<file path="config.mk">
export PLATFORM = sky130hd
export DESIGN_NAME = i2c_tgt
export DESIGN_NICKNAME = d
export VERILOG_FILES = /design/src/rtl/i2c_tgt_pkg.sv /design/src/rtl/i2c_tgt_sync.sv /design/src/rtl/i2c_tgt_ptr.sv /design/src/rtl/i2c_tgt_ctrl.sv /design/src/rtl/i2c_tgt.sv
export SDC_FILE = /design/constraint.sdc
export NUM_CORES = 1
export LEC_CHECK = 0
export ABC_CLOCK_PERIOD_IN_PS = 3600
export BUFFER_PORTS_ARGS = -buffer_cell sky130_fd_sc_hd__buf_2
export CAP_MARGIN = 20
export CORE_ASPECT_RATIO = 1.1
export CORE_MARGIN = 1
export CORE_UTILIZATION = 55
export DETAILED_ROUTE_END_ITERATION = 10
export MAX_ROUTING_LAYER = met4
export PLACE_DENSITY = 0.76
export SLEW_MARGIN = 20
export SYNTH_ARGS = -nofsm -noshare
export SYNTH_HDL_FRONTEND = slang
export SYNTH_SLANG_ARGS = --single-unit
</file>
<file path="constraint.sdc">
create_clock -name clk -period 3.6 [get_ports clk]
set_input_delay 0.9 -clock clk [delete_from_list [all_inputs] [get_ports clk]]
set_output_delay 0.9 -clock clk [all_outputs]
set_load 0.02 [all_outputs]
</file>
<file path="src/rtl/i2c_tgt_pkg.sv">
package i2c_tgt_pkg;
  localparam int unsigned BYTE_W = 8;
  localparam int unsigned SEL_W  = 2;
  localparam int unsigned ADR_W  = 7;
  localparam int unsigned HI_W   = ADR_W - SEL_W;

  typedef enum logic [2:0] {
    ST_IDLE,   // ignoring the bus until a start condition
    ST_ADDR,   // shifting in address and direction
    ST_AACK,   // driving the address acknowledge
    ST_RX,     // shifting in a write byte
    ST_WACK,   // driving the data acknowledge
    ST_TX,     // shifting out a read byte
    ST_RACK    // sampling the master acknowledge
  } tgt_state_e;

  typedef struct packed {
    logic scl_lvl;
    logic scl_rise;
    logic scl_fall;
    logic sda_lvl;
    logic start_c;
    logic stop_c;
  } bus_evt_t;
endpackage

</file>
<file path="src/rtl/i2c_tgt_sync.sv">
module i2c_tgt_sync
  import i2c_tgt_pkg::*;
#(
  parameter int unsigned STAGES = 2
) (
  input  logic     clk,
  input  logic     rst_n,
  input  logic     scl_i,
  input  logic     sda_i,
  output bus_evt_t evt
);
  localparam int unsigned LINES = 2;
  localparam int unsigned IDX_SCL = 0;
  localparam int unsigned IDX_SDA = 1;

  logic [LINES-1:0] raw;
  logic [LINES-1:0] lvl;
  logic [LINES-1:0] prv_q;

  assign raw = {sda_i, scl_i};

  // One synchroniser chain per bus line; idle bus level is high.
  for (genvar g = 0; g < LINES; g++) begin : g_line
    logic [STAGES-1:0] pipe_q;
    logic [STAGES-1:0] pipe_d;
    if (STAGES > 1) begin : g_multi
      assign pipe_d = {pipe_q[STAGES-2:0], raw[g]};
    end else begin : g_single
      assign pipe_d = raw[g];
    end
    always_ff @(posedge clk or negedge rst_n) begin
      if (!rst_n) pipe_q <= '1;
      else        pipe_q <= pipe_d;
    end
    assign lvl[g] = pipe_q[STAGES-1];
  end

  always_ff @(posedge clk or negedge rst_n) begin
    if (!rst_n) prv_q <= '1;
    else        prv_q <= lvl;
  end

  always_comb begin
    evt.scl_lvl  = lvl[IDX_SCL];
    evt.sda_lvl  = lvl[IDX_SDA];
    evt.scl_rise = lvl[IDX_SCL] & ~prv_q[IDX_SCL];
    evt.scl_fall = ~lvl[IDX_SCL] & prv_q[IDX_SCL];
    evt.start_c  = lvl[IDX_SCL] & prv_q[IDX_SCL] & prv_q[IDX_SDA] & ~lvl[IDX_SDA];
    evt.stop_c   = lvl[IDX_SCL] & prv_q[IDX_SCL] & ~prv_q[IDX_SDA] & lvl[IDX_SDA];
  end
endmodule

</file>
<file path="src/rtl/i2c_tgt_ptr.sv">
module i2c_tgt_ptr #(
  parameter int unsigned PTR_W = 8
) (
  input  logic             clk,
  input  logic             rst_n,
  input  logic             clr,
  input  logic             step,
  output logic [PTR_W-1:0] ptr
);
  logic [PTR_W-1:0] ptr_q;
  logic [PTR_W-1:0] ptr_d;
  logic             ptr_en;

  assign ptr_en = clr | step;

  always_comb begin
    if (clr) ptr_d = '0;
    else     ptr_d = ptr_q + 1'b1;
  end

  always_ff @(posedge clk or negedge rst_n) begin
    if (!rst_n)      ptr_q <= '0;
    else if (ptr_en) ptr_q <= ptr_d;
  end

  assign ptr = ptr_q;
endmodule

</file>
<file path="src/rtl/i2c_tgt_ctrl.sv">
module i2c_tgt_ctrl
  import i2c_tgt_pkg::*;
#(
  parameter logic [HI_W-1:0] ADDR_HI = 5'b10100
) (
  input  logic              clk,
  input  logic              rst_n,
  input  bus_evt_t          evt,
  input  logic [SEL_W-1:0]  addr_sel,
  input  logic [BYTE_W-1:0] rd_data,
  output logic              sda_oe,
  output logic              wr_stb,
  output logic [BYTE_W-1:0] wr_byte,
  output logic              rd_stb
);
  localparam int unsigned CNT_W = $clog2(BYTE_W + 1);
  localparam logic [CNT_W-1:0] CNT_FULL = CNT_W'(BYTE_W);

  tgt_state_e        state_q, state_d;
  logic [CNT_W-1:0]  cnt_q, cnt_d;
  logic [BYTE_W-1:0] sh_q, sh_d;
  logic              rw_q, rw_d;
  logic              oe_q, oe_d;
  logic              nack_q, nack_d;
  logic              byte_full;
  logic [ADR_W-1:0]  own_addr;

  assign own_addr  = {ADDR_HI, addr_sel};
  assign byte_full = (cnt_q == CNT_FULL);

  always_comb begin
    state_d = state_q;
    cnt_d   = cnt_q;
    sh_d    = sh_q;
    rw_d    = rw_q;
    oe_d    = oe_q;
    nack_d  = nack_q;
    wr_stb  = 1'b0;
    rd_stb  = 1'b0;
    if (evt.start_c) begin
      state_d = ST_ADDR;
      cnt_d   = '0;
      oe_d    = 1'b0;
    end else if (evt.stop_c) begin
      state_d = ST_IDLE;
      cnt_d   = '0;
      oe_d    = 1'b0;
    end else begin
      unique case (state_q)
        ST_ADDR, ST_RX: begin
          if (evt.scl_rise && !byte_full) begin
            sh_d  = {sh_q[BYTE_W-2:0], evt.sda_lvl};
            cnt_d = cnt_q + 1'b1;
          end
          if (evt.scl_fall && byte_full) begin
            cnt_d = '0;
            if (state_q == ST_ADDR) begin
              if (sh_q[BYTE_W-1:1] == own_addr) begin
                oe_d    = 1'b1;
                rw_d    = sh_q[0];
                state_d = ST_AACK;
              end else begin
                state_d = ST_IDLE;
              end
            end else begin
              wr_stb  = 1'b1;
              oe_d    = 1'b1;
              state_d = ST_WACK;
            end
          end
        end
        ST_AACK: begin
          if (evt.scl_fall) begin
            if (rw_q) begin
              rd_stb  = 1'b1;
              sh_d    = rd_data;
              oe_d    = ~rd_data[BYTE_W-1];
              cnt_d   = '0;
              state_d = ST_TX;
            end else begin
              oe_d    = 1'b0;
              state_d = ST_RX;
            end
          end
        end
        ST_WACK: begin
          if (evt.scl_fall) begin
            oe_d    = 1'b0;
            state_d = ST_RX;
          end
        end
        ST_TX: begin
          if (evt.scl_rise && !byte_full) cnt_d = cnt_q + 1'b1;
          if (evt.scl_fall) begin
            if (byte_full) begin
              oe_d    = 1'b0;
              state_d = ST_RACK;
            end else begin
              sh_d = {sh_q[BYTE_W-2:0], 1'b0};
              oe_d = ~sh_q[BYTE_W-2];
            end
          end
        end
        ST_RACK: begin
          if (evt.scl_rise) nack_d = evt.sda_lvl;
          if (evt.scl_fall) begin
            if (!nack_q) begin
              rd_stb  = 1'b1;
              sh_d    = rd_data;
              oe_d    = ~rd_data[BYTE_W-1];
              cnt_d   = '0;
              state_d = ST_TX;
            end else begin
              state_d = ST_IDLE;
            end
          end
        end
        default: begin
          state_d = ST_IDLE;
        end
      endcase
    end
  end

  always_ff @(posedge clk or negedge rst_n) begin
    if (!rst_n) begin
      state_q <= ST_IDLE;
      cnt_q   <= '0;
      sh_q    <= '0;
      rw_q    <= 1'b0;
      oe_q    <= 1'b0;
      nack_q  <= 1'b1;
    end else begin
      state_q <= state_d;
      cnt_q   <= cnt_d;
      sh_q    <= sh_d;
      rw_q    <= rw_d;
      oe_q    <= oe_d;
      nack_q  <= nack_d;
    end
  end

  assign sda_oe  = oe_q;
  assign wr_byte = sh_q;
endmodule

</file>
<file path="src/rtl/i2c_tgt.sv">
module i2c_tgt
  import i2c_tgt_pkg::*;
#(
  parameter logic [4:0]  ADDR_HI = 5'b10100,
  parameter int unsigned PTR_W   = 8,
  parameter int unsigned SYNC_N  = 2
) (
  input  logic             clk,
  input  logic             rst_n,
  input  logic             scl_i,
  input  logic             sda_i,
  input  logic [1:0]       addr_sel,
  output logic             sda_oe,
  output logic [PTR_W-1:0] reg_addr,
  output logic             wr_en,
  output logic [7:0]       wr_data,
  output logic             rd_en,
  input  logic [7:0]       rd_data
);
  logic [1:0] rst_pipe_q;
  logic       rst_int_n;
  bus_evt_t   evt;

  // Asynchronous assert, synchronous release.
  always_ff @(posedge clk or negedge rst_n) begin
    if (!rst_n) rst_pipe_q <= '0;
    else        rst_pipe_q <= {rst_pipe_q[0], 1'b1};
  end
  assign rst_int_n = rst_pipe_q[1];

  i2c_tgt_sync #(.STAGES(SYNC_N)) u_sync (
    .clk   (clk),
    .rst_n (rst_int_n),
    .scl_i (scl_i),
    .sda_i (sda_i),
    .evt   (evt)
  );

  i2c_tgt_ctrl #(.ADDR_HI(ADDR_HI)) u_ctrl (
    .clk      (clk),
    .rst_n    (rst_int_n),
    .evt      (evt),
    .addr_sel (addr_sel),
    .rd_data  (rd_data),
    .sda_oe   (sda_oe),
    .wr_stb   (wr_en),
    .wr_byte  (wr_data),
    .rd_stb   (rd_en)
  );

  i2c_tgt_ptr #(.PTR_W(PTR_W)) u_ptr (
    .clk   (clk),
    .rst_n (rst_int_n),
    .clr   (evt.start_c),
    .step  (wr_en | rd_en),
    .ptr   (reg_addr)
  );
endmodule

</file>
==> results of run 1 <==
==> synthesized netlist by cell type, types with 2 or more instances <==
library cell	n
dfrtp_1	27
and2_1	2
mux2_1	5
ha_1	3
nor2b_1	2
buf_4	2
a31oi_1	7
xnor2_1	2
mux2_2	5
inv_1	4
or4_1	2
xor2_1	6
nand3_1	6
or3_1	3
a21o_1	2
nor3_1	2
and3_1	2
nand2_1	37
a21oi_1	3
mux2i_1	2
nor2_1	15
nand4_1	2
nand2b_1	2
o22ai_1	2
dfstp_2	7
clkbuf_1	6
o21ai_0	11
buf_6	2
o211ai_1	3
==> cell type report <==
class / count / area share (%)
multi-input combinational: 156 / 46.8
sequential: 34 / 39.2
timing repair buffer: 33 / 7.64
tap: 48 / 2.74
clock buffer: 6 / 2.34
inverter: 4 / 0.685
clock inverter: 2 / 0.570
==> final timing paths <==
| kind | from | to | slack (ns) | depth (start not counted) |
|---|---|---|---|---|
| worst min register to register | rst_pipe_q[1] | u_ctrl.state_q[1] | 0.25 | 0 |
| worst max-delay path | u_ctrl.cnt_q[0] | wr_en | 0.73 | 6 |
| worst max register to register | u_ctrl.state_q[1] | u_ctrl.wr_byte[4] | 1.07 | 4 |
| max in group asynchronous | rst_pipe_q[1] | u_sync.g_line[1].pipe_q[1] | 2.61 | 1 |
| worst min-delay path | rst_pipe_q[1] | u_ctrl.state_q[1] | 0.25 | 0 |
| min in group clk | u_sync.g_line[0].pipe_q[0] | u_sync.g_line[0].pipe_q[1] | 0.37 | 0 |
==> power breakdown <==
part / internal, mW / switching, mW
combinational: 0.260 / 0.313
sequential: 0.468 / 0.130
clock: 0.0937 / 0.144
total: 0.822 / 0.587
==> routing by layer <==
metal	vias up	GRT usage [%]	routed length (um)
met5	-	-	0
met4	0	10.7	72
met3	7	7.78	204
met2	43	35.2	1890
met1	753	35.0	1960
li1	791	-	-
==> sequential cells by signal, summed over array words and instances (netlist names) <==
signal,flops
u_ctrl.cnt_q,4
u_sync.g_line.pipe_q,4
u_sync.prv_q,2
u_ctrl.nack_q,1
u_ctrl.rw_q,1
u_ctrl.sda_oe,1
u_ctrl.state_q,3
rst_pipe_q,2
u_ctrl.wr_byte,8
u_ptr.ptr,8
==> worst max-delay path: cells and delay by family, from the launching register on <==
family                     cells  cell delay, ns
and+or+nand+nor                3            0.75
DFF                            1            0.45
buffers and inverters          2            0.25
adders and majority gates      1            0.17
==> per-stage QoR <==
stage	worst slack (ns)	util [%]	hold slack, ns	total power [mW]
after global routing	0.599	65.3	0.285	1.51
after detailed placement	1.11	63.4	0.275	1.17
final	0.730	65.3	0.252	1.41
after global placement	1.19	63.4	0.274	1.16
after floorplan	1.32	-	0.331	1.05
after CTS	0.743	65.3	0.278	1.41
==> kinds of logic after synthesis <==
| family | after synthesis | synth area share (%) |
|---|---|---|
| mux | 12 | 6.76 |
| simple gates | 91 | 25.4 |
| xor+xnor | 8 | 3.57 |
| buf+inv | 14 | 3.83 |
| other cells | 1 | 0.191 |
| fa+ha+maj | 3 | 1.91 |
| flops | 34 | 43.8 |
| compound gates | 41 | 14.5 |
==> flow_summary.json, run 1 <==
{
  "cellPowerDensity_mw_per_mm2": 643,
  "final_cell_mix": "nand2_1 (37), buf_2 (32), dfrtp_1 (27), nor2_1 (15), o21ai_0 (11)",
  "finalSetupViolCount": 0,
  "ys_types": 59,
  "ctsResizeCount": 0,
  "start_util_pct": 58.4,
  "synth_top_area_share_pct": 34.4,
  "post-route-drc-count": 0,
  "hold_buffers": 0,
  "synthFlopType": "dfrtp_1",
  "synthCells": 204,
  "place_inst": 275,
  "htreeDepth": 2,
  "ant_nets": 0,
  "dp_hpwl_um": 2950,
  "wl_per_cell_um": 14.6,
  "num_vias": 1594,
  "period_share_pct": 79.7,
  "layout_commonest_cell": "nand2_1",
  "root_buffer": "clkbuf_4",
  "place_congestion": 0.849,
  "clk_latency_ns": 0.36,
  "post_cts_buffers": 0,
  "crit_required_ns": 2.70,
  "dpl_cell_area_sq_mm": 0.00213,
  "synthTopCellsByArea": "dfrtp_1 (34%), dfstp_2 (9.4%), nand2_1 (7.1%), mux2_1 (2.9%), mux2_2 (2.9%)",
  "ios": 33,
  "vias_per_cell": 5.63,
  "synth_largest_area_cell": "dfrtp_1",
  "path_max_fanout": 6,
  "syn-mean-instance-area_sq_um": 9.62,
  "finalSetupTns_ns": 0,
  "grtUsageTotal_pct": 25.6,
  "cts_tree": "done",
  "hold_violations": 0,
  "fin_cells": 283,
  "grt_pass1_wl_um": 6940,
  "min_path_type": "reg2async",
  "slew_viol_final": 0,
  "fin_crit_ns": 2.87,
  "area_growth_pct": 11.8,
  "synthArstFlopShare_pct": 100,
  "nNetsFinal": 251,
  "seq_area_frac_synth_pct": 43.8,
  "syn_area_sq_mm": 0.00196,
  "postLayoutCellArea_sq_mm": 0.00219,
  "drive_above_1_share_pct": 26.8,
  "routed_wl_um": 4130,
  "path_cells": "inv_1 > ha_1 > and3b_1 > and4_1 > and2_1 > buf_2",
  "ir_worst_vdd_uv": 315,
  "ys_seq_elements": 34,
  "first_global_vias": 1454,
  "syn_nets": 221,
  "status": "completed",
  "cp.arrival_ns": 1.97,
  "worstMarginPinSlew_ns": 0.927,
  "slew_headroom_pct": 38.1,
  "grt_remaining_overflow": 0,
  "firstDrtPassIters": 4,
  "seqCellArea_sq_um": 860,
  "cts_buffers": 5,
  "fill_cells": 310,
  "power.leakage_nw": 1.05,
  "drtIter0Drc": 122,
  "end_kind": "primary output",
  "cp_slowest_cell": "dfrtp_1",
  "cts.sinks": 34,
  "clock_path_buffers": 2,
  "antenna_found_initial": 0,
  "synth-edff-count": 0,
  "ys_warn_count": 0,
  "die_x_um": 58.9,
  "cp_slowest_stage_delay_ns": 0.45,
  "clkTransAtPathRegs_ns": 0.12,
  "multi_input_area_sq_mm": 0.00103,
  "grt_max_degree": 19,
  "rsz0062_at_grt": "no",
  "crit_path_start_kind": "flip-flop",
  "dieArea_sq_mm": 0.00381,
  "die_y_um": 64.6,
  "skew_ns": 0.0108,
  "antennaDiodeCount": 0,
  "max_freq_ghz": 0.348,
  "core-area_sq_mm": 0.00336,
  "port_buffers": 32,
  "maxCapViolations": 0,
  "crit_type": "reg2out",
  "rows": 22
}
Power figures use the tool's default switching activity.
==> run 2, diff against run 1 <==
- ABC_CLOCK_PERIOD_IN_PS: 3600 -> 2400
- CORE_UTILIZATION: 55 -> 50
- PLACE_DENSITY: 0.76 -> 0.73
- clock period: 3.6 -> 2.4 ns (I/O delays scaled with it)
==> flow_summary.json, run 2 (synthesis gave the netlist of run 1 again) <==
{
  "status": "completed",
  "htreeDepth": 2,
  "clkTransAtPathRegs_ns": 0.07,
  "cp.arrival_ns": 1.73,
  "grt_max_degree": 33,
  "grtUsageTotal_pct": 23.3,
  "final_cell_mix": "nand2_1 (37), buf_2 (31), dfrtp_1 (26), nor2_1 (15), o21ai_0 (11)",
  "cts_tree": "done",
  "slew_viol_final": 0,
  "firstDrtPassIters": 4,
  "cp_num_buf_inv": 2,
  "setup_slack_ns": 0.0709,
  "hold-worst-slack_ns": 0.0811,
  "nNetsFinal": 257,
  "path_cells": "inv_1 > ha_2 > and3b_2 > and4_4 > and2_4 > buf_4",
  "path_delay_family": "simple AND/OR/NAND/NOR gates",
  "cellPowerDensity_mw_per_mm2": 1070,
  "die_y_um": 67.7,
  "wl_per_cell_um": 14.6,
  "clk_latency_ns": 0.30,
  "cp_slowest_stage_delay_ns": 0.42,
  "area_growth_pct": 18.6,
  "vias_per_cell": 5.68,
  "min_path_type": "in2async",
  "clock_path_buffers": 2,
  "ir_worst_vdd_uv": 673,
  "cts_buffers": 5,
  "skew_ns": 0.0139,
  "worstMarginPinSlew_ns": 0.537,
  "dp_hpwl_um": 2980,
  "dieArea_sq_mm": 0.00418,
  "finalSetupViolCount": 0,
  "fin_crit_ns": 2.33,
  "cp_slowest_cell": "dfrtp_1",
  "crit_required_ns": 1.80,
  "root_buffer": "clkbuf_8",
  "max_freq_ghz": 0.429,
  "hold_buffers": 0,
  "drtIter0Drc": 86,
  "fin_cells": 291,
  "core-area_sq_mm": 0.00371,
  "cts.sinks": 34,
  "place_congestion": 0.902,
  "place_inst": 282,
  "crit_path_start_kind": "flip-flop",
  "crit_type": "reg2out",
  "routed_wl_um": 4250,
  "period_share_pct": 97.0,
  "antenna_found_initial": 0,
  "power.leakage_nw": 1.11,
  "drive_above_1_share_pct": 30.7,
  "place_ws_ns": 0.257,
  "antennaDiodeCount": 0,
  "maxCapViolations": 0,
  "grt_remaining_overflow": 0,
  "start_util_pct": 52.8,
  "rows": 23,
  "hold_violations": 0,
  "port_buffers": 32,
  "ios": 33,
  "num_vias": 1653,
  "layout_commonest_cell": "nand2_1",
  "end_kind": "primary output",
  "path_max_fanout": 6,
  "first_global_vias": 1502,
  "final_util_pct": 62.7,
  "post-route-drc-count": 0,
  "ant_nets": 0,
  "finalSetupTns_ns": 0,
  "slew_headroom_pct": 64.1,
  "grt_pass1_wl_um": 6830,
  "die_x_um": 61.7
}
## run 2: final timing paths
| path | startpoint | endpoint | slack, ns | cells after the start |
|---|---|---|---|---|
| min in group clk | u_sync.g_line[1].pipe_q[0] | u_sync.g_line[1].pipe_q[1] | 0.36 | 0 |
| max reg2reg | u_ctrl.cnt_q[1] | u_ctrl.wr_byte[4] | 0.29 | 7 |
| max in group asynchronous | rst_pipe_q[1] | u_sync.g_line[0].pipe_q[1] | 1.81 | 1 |
| min reg2reg | rst_pipe_q[1] | u_ptr.ptr[5] | 0.26 | 1 |
| max | u_ctrl.cnt_q[1] | wr_en | 0.07 | 6 |
| min | rst_n | rst_pipe_q[0] | 0.08 | 1 |
## run 2: per-layer routing
metal	global-route usage [%]	routed length, um	vias up
met5	-	0	-
met4	14.7	178	0
met3	5.56	210	15
met2	34.8	2000	61
met1	27.8	1860	781
li1	-	-	796
## run 2: what timing repair did
action	in CTS	in global routing
setup endpoints to repair	1	2
cloned	0	0
pin swaps	0	1
gates resized for setup	2	5
setup buffers	0	1
## run 2: per-stage QoR
step                total power [mW]  area, sq um
global route                    2.61         2330
CTS                             2.45         2310
detailed placement              1.80         2170
global placement                1.79         2170
finish                          2.48         2330
floorplan                       1.57         1960
## run 2: cell type report
class / count / area (sq um)
clock inverter: 3 / 68.8
clock buffer: 5 / 68.8
fill: 314 / 1390
inverter: 4 / 15.0
sequential: 34 / 861
timing repair buffer: 39 / 215
multi-input combinational: 156 / 1040
tap: 50 / 62.6
## run 2: where the power goes
part	total, mW	switching (mW)	internal [mW]
clock network	0.653	0.237	0.416
logic	0.956	0.530	0.426
registers	0.871	0.166	0.705
